[config.mk]
export PLATFORM = sky130hd
export DESIGN_NAME = uwire_word_reader
export DESIGN_NICKNAME = d
export VERILOG_FILES = /design/src/rtl/uwire_pkg.sv /design/src/rtl/uwire_divider.sv /design/src/rtl/uwire_rawreg.sv /design/src/rtl/uwire_seq.sv /design/src/rtl/uwire_word_reader.sv
export SDC_FILE = /design/constraint.sdc
export NUM_CORES = 1
export LEC_CHECK = 0
export ABC_AREA = 1
export BUFFER_PORTS_ARGS = -buffer_cell sky130_fd_sc_hd__buf_2
export CAP_MARGIN = 20
export CORE_MARGIN = 5
export CORE_UTILIZATION = 50
export DETAILED_ROUTE_END_ITERATION = 10
export PLACE_DENSITY = 0.8
export SYNTH_ARGS = -nofsm -noshare
export SYNTH_HDL_FRONTEND = slang
export SYNTH_HIERARCHICAL = 1
export SYNTH_SLANG_ARGS = --single-unit
[constraint.sdc]
create_clock -name clk -period 2.4 [get_ports clk]
set_input_delay 0.12 -clock clk [delete_from_list [all_inputs] [get_ports clk]]
set_output_delay 0.12 -clock clk [all_outputs]
set_load 0.02 [all_outputs]
[src/rtl/uwire_pkg.sv]
package uwire_pkg;

    localparam logic [2:0] READ_OPCODE = 3'b110;
    localparam int unsigned OPCODE_W = 3;

    // Pin bundle; packed order matches the raw register layout
    // (bit 2 data-in, bit 1 select, bit 0 clock).
    typedef struct packed {
        logic di;
        logic cs;
        logic sk;
    } pins_t;

    typedef enum logic [1:0] {
        SEG_CMD,
        SEG_DATA,
        SEG_CLOSE
    } seg_e;

    // Half-periods in one read: command bits and data bits take two
    // halves each, plus the closing low/high pair.
    function automatic int unsigned half_periods(int unsigned cmd_bits,
                                                 int unsigned data_bits);
        return 2 * (cmd_bits + data_bits) + 2;
    endfunction

endpackage

[src/rtl/uwire_divider.sv]
module uwire_divider #(
    parameter int unsigned DIV = 100
) (
    input  logic clk,
    input  logic rst,
    input  logic run,
    output logic adv
);
    localparam int CW = $clog2(DIV + 1);
    localparam logic [CW-1:0] LAST = CW'(DIV - 1);

    logic [CW-1:0] cnt;

    always_ff @(posedge clk) begin
        if (rst || !run)
            cnt <= '0;
        else if (cnt == LAST)
            cnt <= '0;
        else
            cnt <= cnt + 1'b1;
    end

    assign adv = run && (cnt == LAST);

    // the half-period counter never exceeds its programmed limit
    assert_cnt_in_range_R5: assert property (@(posedge clk) disable iff (rst)
        cnt <= LAST);

endmodule

[src/rtl/uwire_rawreg.sv]
module uwire_rawreg
    import uwire_pkg::*;
(
    input  logic        clk,
    input  logic        rst,
    input  logic        we,
    input  logic        lock,
    input  logic [2:0]  wdata,
    output pins_t       q
);
    always_ff @(posedge clk) begin
        if (rst)
            q <= '0;
        else if (we && !lock)
            q <= pins_t'(wdata);
    end

    // host writes during a read leave the register untouched
    assert_raw_locked_R9: assert property (@(posedge clk) disable iff (rst)
        lock |=> $stable(q));

endmodule

[src/rtl/uwire_seq.sv]
module uwire_seq
    import uwire_pkg::*;
#(
    parameter int unsigned ADDR_W = 6,
    parameter int unsigned DATA_W = 16
) (
    input  logic              clk,
    input  logic              rst,
    input  logic              start,
    input  logic [ADDR_W-1:0] addr,
    input  logic              adv,
    input  logic              ee_do,
    output logic              busy,
    output logic              done,
    output logic [DATA_W-1:0] word,
    output pins_t             pins
);
    localparam int unsigned CMD_W    = ADDR_W + OPCODE_W;
    localparam int unsigned NPH      = half_periods(CMD_W, DATA_W);
    localparam int          PW       = $clog2(NPH);
    localparam logic [PW-1:0] CMD_END  = PW'(2 * CMD_W);
    localparam logic [PW-1:0] DATA_END = PW'(2 * (CMD_W + DATA_W));
    localparam logic [PW-1:0] PH_LAST  = PW'(NPH - 1);

    logic              busy_q;
    logic              done_q;
    logic [PW-1:0]     ph;
    logic [CMD_W-1:0]  cmd_q;
    logic [DATA_W-1:0] shr;
    logic [DATA_W-1:0] word_q;
    seg_e              seg;

    always_comb begin
        if (ph < CMD_END)
            seg = SEG_CMD;
        else if (ph < DATA_END)
            seg = SEG_DATA;
        else
            seg = SEG_CLOSE;
    end

    always_ff @(posedge clk) begin
        if (rst) begin
            busy_q <= 1'b0;
            done_q <= 1'b0;
            ph     <= '0;
            cmd_q  <= '0;
            shr    <= '0;
            word_q <= '0;
        end else begin
            done_q <= 1'b0;
            if (!busy_q) begin
                if (start) begin
                    busy_q <= 1'b1;
                    ph     <= '0;
                    cmd_q  <= {READ_OPCODE, addr};
                end
            end else if (adv) begin
                if (seg == SEG_CMD && ph[0])
                    cmd_q <= cmd_q << 1;
                if (seg == SEG_DATA && ph[0])
                    shr <= {shr[DATA_W-2:0], ee_do};
                if (ph == PH_LAST) begin
                    busy_q <= 1'b0;
                    done_q <= 1'b1;
                    word_q <= shr;
                    ph     <= '0;
                end else begin
                    ph <= ph + 1'b1;
                end
            end
        end
    end

    always_comb begin
        pins.sk = busy_q & ph[0];
        pins.cs = busy_q & (seg != SEG_CLOSE);
        pins.di = busy_q & (seg == SEG_CMD) & cmd_q[CMD_W-1];
    end

    assign busy = busy_q;
    assign done = done_q;
    assign word = word_q;

    // completion strobe lasts a single cycle
    assert_done_single_R1: assert property (@(posedge clk) disable iff (rst)
        done_q |=> !done_q);

    // data-in does not move on the rising clock edge
    assert_di_hold_R4: assert property (@(posedge clk) disable iff (rst)
        busy_q && $rose(pins.sk) |-> $stable(pins.di));

    // select falls only while the clock is low
    assert_close_order_R7: assert property (@(posedge clk) disable iff (rst)
        busy_q && $fell(pins.cs) |-> !pins.sk);

endmodule

[src/rtl/uwire_word_reader.sv]
module uwire_word_reader
    import uwire_pkg::*;
#(
    parameter int unsigned DIV    = 100,
    parameter int unsigned ADDR_W = 6,
    parameter int unsigned DATA_W = 16
) (
    input  logic              clk,
    input  logic              rst,
    input  logic              rd_start,
    input  logic [ADDR_W-1:0] rd_addr,
    output logic              rd_busy,
    output logic              rd_done,
    output logic [DATA_W-1:0] rd_word,
    input  logic              raw_we,
    input  logic [2:0]        raw_wdata,
    output logic [3:0]        raw_rdata,
    output logic              ee_sk,
    output logic              ee_cs,
    output logic              ee_di,
    input  logic              ee_do
);
    logic  adv;
    logic  busy;
    pins_t seq_pins;
    pins_t raw_pins;
    pins_t pins;

    uwire_divider #(.DIV(DIV)) u_div (
        .clk (clk),
        .rst (rst),
        .run (busy),
        .adv (adv)
    );

    uwire_seq #(.ADDR_W(ADDR_W), .DATA_W(DATA_W)) u_seq (
        .clk   (clk),
        .rst   (rst),
        .start (rd_start),
        .addr  (rd_addr),
        .adv   (adv),
        .ee_do (ee_do),
        .busy  (busy),
        .done  (rd_done),
        .word  (rd_word),
        .pins  (seq_pins)
    );

    uwire_rawreg u_raw (
        .clk   (clk),
        .rst   (rst),
        .we    (raw_we),
        .lock  (busy),
        .wdata (raw_wdata),
        .q     (raw_pins)
    );

    assign pins      = busy ? seq_pins : raw_pins;
    assign ee_sk     = pins.sk;
    assign ee_cs     = pins.cs;
    assign ee_di     = pins.di;
    assign rd_busy   = busy;
    assign raw_rdata = {ee_do, pins.di, pins.cs, pins.sk};

    // the serial clock holds between half-period boundaries
    assert_sk_hold_R5: assert property (@(posedge clk) disable iff (rst)
        rd_busy && !adv |=> $stable(ee_sk));

    // a start during a read never cuts it short
    assert_start_ignored_R2: assert property (@(posedge clk) disable iff (rst)
        rd_busy && rd_start |=> rd_busy || rd_done);

    // completion is reported only with busy low
    assert_done_idle_R1: assert property (@(posedge clk) disable iff (rst)
        rd_done |-> !rd_busy);

endmodule

==> impl_results.md, run 1 <==
* Outcome: completed
* H-tree depth at 3
* Rel. slew slack at 0.583
* Worst hold path stage count at 2
* Buffers added on ports at 38
* WS Path Type: reg -> reg
* Die Span X at about 85 um
* Vias in the first global route at between 2000 and 2500
* Initial antenna violation count at 0
* GRT Overall Usage at 0.171
* Syn Area/Cell at ~7.1 um^2
* Reg2reg setup slack at around 0.23 ns
* Hold buffer count at CTS at 0
* CP Cell Sequence: ha_1 > nand2_2 > nor2_2 > nand2_2 > nor2_1 > inv_1 > nor2_4 > nand3_2 > o21ai_0 > nor2_1
* Reg-to-Reg Start: u_div/cnt[0]
* Max-slew violation count at 0
* Hold Crit Endpoint: u_seq/busy
* Slew @ Worst Pin at approximately 0.62 ns
* Top post-synthesis cells by area: dfxtp_1, nand2_1, inv_1, nand3_1, nor2_1
* Slowest CP cell: dfxtp_1
* YS warnings at 6
* RSZ-0062 raised after global routing: no
* Clock sink count at just under 60
* WP data arrival at 2.40 ns
* Area leader, netlist: dfxtp_1
* Synth cell types at 30
* Worst-Skew Late Latency at roughly 0.34 ns
* Synth top area share at 0.420
* Final setup TNS at 0 ns
* Post-DP HPWL at between 3000 and 4000 um
* Mapped Nets at a little over 400
* Root buf cell: clkbuf_8
* Share of cells above drive strength 1 at 0.205
* Resized Gates After CTS at 0
* Final hold violations at 0
* Critical Path End Type: flop
* FILL cells at ~520
* Largest net degree at the start of global routing at 22
* Leak pwr at around 1.5 nW
* CP required at ~2.6 ns
* First-pass GRT wire length at 10100 um
* Final Core Density at 0.589
* Post-route DRC at 0
* Starting Density at 0.514
* # rows at 27
* Max stage delay on crit path at roughly 0.38 ns
* Clock buffer depth at 2
* Place WS at 0.250 ns
* CTS tree: done
* Die height at approximately 85 um
* Max-Cap Viols at 0
* Die ar. at 7230 um^2
* Post-route minimum period at 2.17 ns
* Synth Instances at around 400
* Worst reg2reg path depth at 10
* # Post-CTS Setup Buffers at 0
* Final setup vio count at 0
* Ports at 39
* Clk_skew at a little under 0.009 ns
* P per Cell Area at roughly 670 nW/um^2
* Core area at ~5500 um^2
* Synth-to-Final Area Change at 14.5%
* Mapped Area at around 2800 um^2
* GPL Wtd Cong at about 0.8
* Clock slew at reported path FFs at 0.06 ns
* Worst vdd ir at about 460 uV
* TritonCTS buffer count at 9
* Pre-antenna DRT Iters at 6
* DRT antenna net count at 0
* Hold Crit Class: in -> reg
* Vias at ~2500
* Worst setup SP type: flop
* Total grt overflow at 0
* Register area share after synthesis at 0.420
* Hold Crit Start: rd_start
* # diodes at 0
* Worst flop-to-flop path endpoint: u_seq/cmd_q[8]
* Nets@finish at 447
* Fin crit share at 0.904
* Fmax at 461 MHz
* Number of synthesized register bits at 59
* DR WL/cell at 11.6 um
* Setup WS post-layout at ~0.23 ns
* Final wirelength at around 5900 um
* Critical path peak fanout at 16
* Iter 0 DRT Violations at around 160
* Vias per cell at about 4.9
## per-stage QoR
step | power [W] | hold WS, ns | cells | cell area, um^2
after floorplan | 0.00112 | 0.189 | 398 | 2810
after global placement | 0.00115 | 0.383 | 492 | 3000
after detailed placement | 0.00116 | 0.388 | 492 | 3000
after CTS | 0.00217 | 0.0289 | 507 | 3220
after global routing | 0.00224 | 0.0313 | 507 | 3220
final | 0.00216 | 0.0450 | 507 | 3220
## sequential cells by signal (all words and copies together) (netlist names)
register,cells
u_seq/shr,16
u_seq/cmd_q,9
u_seq/word,16
u_seq/busy,1
u_seq/ph,6
u_seq/done,1
u_div/cnt,7
u_raw/q,3
## cell usage after synthesis (all sizes together)
library cell	count
nand4	19
a31oi	1
ha	2
o211a	1
o21ai	25
nor2	52
clkinv	1
a21oi	12
xor2	1
clkbuf	6
nand3	40
nor3	1
dfxtp	59
buf	14
inv	66
a21boi	1
nand2	93
xnor2	1
o21bai	3
## worst max-delay path: cells and delay by family, from the launching register on
family / cells / cell delay (ns)
flops: 1 / 0.38
fa+ha+maj: 1 / 0.31
buf+inv: 1 / 0.08
compound gates: 1 / 0.26
simple gates: 7 / 1.03
## placed cells by master, fill, tap and decap left out
master,n
clkinv_2,1
a21oi_1,12
xnor2_1,1
o21bai_4,1
bufinv_16,2
inv_2,4
o211a_1,1
nor2_1,45
dfxtp_1,59
o21ai_1,2
nor2_4,1
buf_2,38
nand2_4,2
clkinv_4,1
clkbuf_8,11
nand3_1,36
nor2_2,6
clkinv_1,1
nand3_4,1
a31oi_1,1
buf_4,4
nand4_1,19
a21boi_0,1
inv_1,62
o21bai_1,2
nand2_1,77
nand3_2,3
nand2_2,14
xor2_1,1
ha_1,2
o21ai_0,23
nor3_1,1
## report_power, final
part / internal (W) / leakage, nW / switching [W]
logic: 0.0000466 / 0.895 / 0.0000859
registers: 0.000996 / 0.478 / 0.00000824
clock network: 0.000635 / 0.115 / 0.000387
## layer usage
metal	up-vias	GRT usage	share of wire
li1	1310	-	-
met2	54	0.266	0.46
met1	1136	0.216	0.47
met3	9	0.0583	0.049
met5	-	0	0
met4	0	0.0719	0.015
## cell families (layout without fill, tap and decap cells)
group / after synthesis / in the layout / synth area share
adders and majority gates: 2 / 2 / 0.00890
AOI/OAI and AO/OA: 43 / 43 / 0.0863
xor gates and xnor gates: 2 / 2 / 0.00623
buffers and inverters: 87 / 124 / 0.134
DFF: 59 / 59 / 0.420
and+or+nand+nor: 205 / 205 / 0.344
## worst max path at each step
stage,from,cells after the start,slack [ns],endpoint
after CTS,u_div/cnt[0],10,0.23,u_seq/cmd_q[8]
after global placement,u_div/cnt[0],10,0.34,u_seq/cmd_q[0]
final,u_div/cnt[0],10,0.23,u_seq/cmd_q[8]
after detailed placement,u_div/cnt[0],10,0.25,u_seq/cmd_q[8]
after floorplan,u_div/cnt[0],11,0.62,u_seq/word[10]
after global routing,u_div/cnt[0],10,0.01,u_seq/cmd_q[0]
## layout make-up
| cell class | count | area (um^2) | area share |
|---|---|---|---|
| Clock buffer | 11 | 151 | 0.0470 |
| Clock inverter | 4 | 73.8 | 0.0229 |
| Inverter | 67 | 251 | 0.0781 |
| Multi-Input combinational cell | 252 | 1250 | 0.389 |
| Sequential cell | 59 | 1180 | 0.367 |
| Tap cell | 72 | 90.1 | 0.0280 |
| Timing Repair Buffer | 42 | 220 | 0.0683 |
(Power assumes the default switching activity.)
==> run 2: changes to the inputs <==
- PLACE_DENSITY: 0.8 -> not set
- PLACE_DENSITY_LB_ADDON: not set -> 0.3
==> impl_results.md, run 2 (synthesis results as in run 1) <==
* Outcome: completed (unchanged)
* Post-DP HPWL at 3990 um (was 3970 um)
* Pre-antenna DRT Iters at 4 (was 6)
* Die Span X at 85 um (unchanged)
* Worst setup SP type: flop (unchanged)
* Fin crit share at 0.864 (was 0.904)
* Clock sink count at 59 (unchanged)
* Clk_skew at 0.00790 ns (was 0.00882 ns)
* Worst vdd ir at 360 uV (was 461 uV)
* Starting Density at 0.514 (unchanged)
* Core area at 5470 um^2 (unchanged)
* Hold buffer count at CTS at 0 (unchanged)
* Commonest non-fill, non-tap cell in the layout: nand2_1 (unchanged)
* Post-route DRC at 0 (unchanged)
* Rel. slew slack at 0.665 (was 0.583)
* Place WS at 0.279 ns (was 0.250 ns)
* Leak pwr at 1.51 nW (was 1.49 nW)
* CTS tree: done (unchanged)
* Root buf cell: clkbuf_8 (unchanged)
* Worst-Skew Late Latency at 0.34 ns (about the same)
* Initial antenna violation count at 0 (unchanged)
* Setup WS post-layout at 0.327 ns (was 0.231 ns)
* Fmax at 482 MHz (was 461 MHz)
* GRT Overall Usage at 0.171 (about the same)
* Synth-to-Final Area Change at 16.1% (was 14.5%)
* Nets@finish at 448 (was 447)
* Reg2reg setup slack at 0.33 ns (was 0.23 ns)
* Max-slew violation count at 0 (unchanged)
* Total grt overflow at 0 (unchanged)
* Slew @ Worst Pin at 0.501 ns (was 0.624 ns)
* Clock slew at reported path FFs at 0.07 ns (was 0.06 ns)
* CP required at 2.67 ns (was 2.63 ns)
* Buffers added on ports at 38 (unchanged)
* DR WL/cell at 11.3 um (was 11.6 um)
* # Post-CTS Setup Buffers at 0 (unchanged)
* WS Path Type: reg -> reg (unchanged)
* Hold Crit Class: in -> reg (unchanged)
* Largest net degree at the start of global routing at 19 (was 22)
* Share of cells above drive strength 1 at 0.211 (was 0.205)
* GPL Wtd Cong at 0.845 (was 0.802)
* # rows at 27 (unchanged)
* # diodes at 0 (unchanged)
* Post-route minimum period at 2.07 ns (was 2.17 ns)
* P per Cell Area at 702 nW/um^2 (was 670 nW/um^2)
* Final Core Density at 0.597 (was 0.589)
* Critical Path End Type: flop (unchanged)
* Die height at 85 um (unchanged)
* Final setup TNS at 0 ns (unchanged)
* Final hold violations at 0 (unchanged)
* Clock buffer depth at 2 (unchanged)
* Final wirelength at 5780 um (was 5860 um)
* Overall Power at 0.00229 W (was 0.00216 W)
* Iter 0 DRT Violations at 148 (was 159)
* Vias per cell at 4.91 (was 4.95)
* WP data arrival at 2.35 ns (was 2.40 ns)
* First-pass GRT wire length at 10100 um (about the same)
* RSZ-0062 raised after global routing: no (unchanged)
* H-tree depth at 3 (unchanged)
* Max-Cap Viols at 0 (unchanged)
* Ports at 39 (unchanged)
* DRT antenna net count at 0 (unchanged)
* Vias in the first global route at 2290 (was 2294)
* Vias at 2499 (was 2509)
* TritonCTS buffer count at 9 (unchanged)
* Most frequent cells in the layout: nand2_1, inv_1, dfxtp_1 (unchanged)
* Critical path peak fanout at 16 (unchanged)
* Final setup vio count at 0 (unchanged)
* Die ar. at 7230 um^2 (unchanged)
[run 2: timing repair]
| item | CTS | global route |
|---|---|---|
| hold endpoints to repair | 0 | 0 |
| endpoints found under the setup margin | 0 | 2 |
| resized for setup | 0 | 1 |
[run 2: critical path, stage by stage, from the launching register on]
cell	delay, ns
dfxtp_1	0.39
ha_1	0.31
nand2_2	0.08
nor2_2	0.09
nand2_2	0.08
nor2_1	0.14
inv_1	0.09
nor2_4	0.13
buf_4	0.19
nand3_4	0.24
nand2_2	0.12
inv_1	0.04
nor2_1	0.10
[run 2: where the power goes]
part	total [W]	internal, W	switching [W]	leakage, nW
sequential	0.00101	0.000996	0.0000111	0.478
clock	0.00115	0.000773	0.000382	0.133
combinational	0.000130	0.0000466	0.0000831	0.901
[run 2: routing by layer]
layer  GRT usage  part of all wire  routed length (um)
met3      0.0379             0.048                 280
met1       0.216              0.47                2700
met4      0.0835             0.018                 105
met5           0                 0                   0
met2       0.274              0.47                2690
[run 2: through the flow]
stage          hold slack, ns  instances  instance area (um^2)
2_1_floorplan           0.189        398                  2810
3_3_place_gp            0.368        493                  3000
3_5_place_dp            0.390        493                  3000
4_1_cts                0.0376        509                  3260
5_1_grt                0.0606        509                  3270
6_report               0.0482        509                  3270
[run 2: area by class of cell]
cell class              instances  area (um^2)
flip-flops and latches         59         1180
fillers                       516         2210
inverters                      67          251
clock inverters                 4         95.1
repair buffers                 43          228
multi-input cells             252         1260
clock buffers                  12          165
well taps                      72         90.1
[run 2: final timing paths]
path                            cells after the start          from      endpoint
worst min-delay path                                2      rd_start    u_seq/busy
worst min register to register                      1  u_div/cnt[0]  u_div/cnt[0]
worst max register to register                     12  u_div/cnt[0]  u_seq/shr[9]
worst max-delay path                               12  u_div/cnt[0]  u_seq/shr[9]
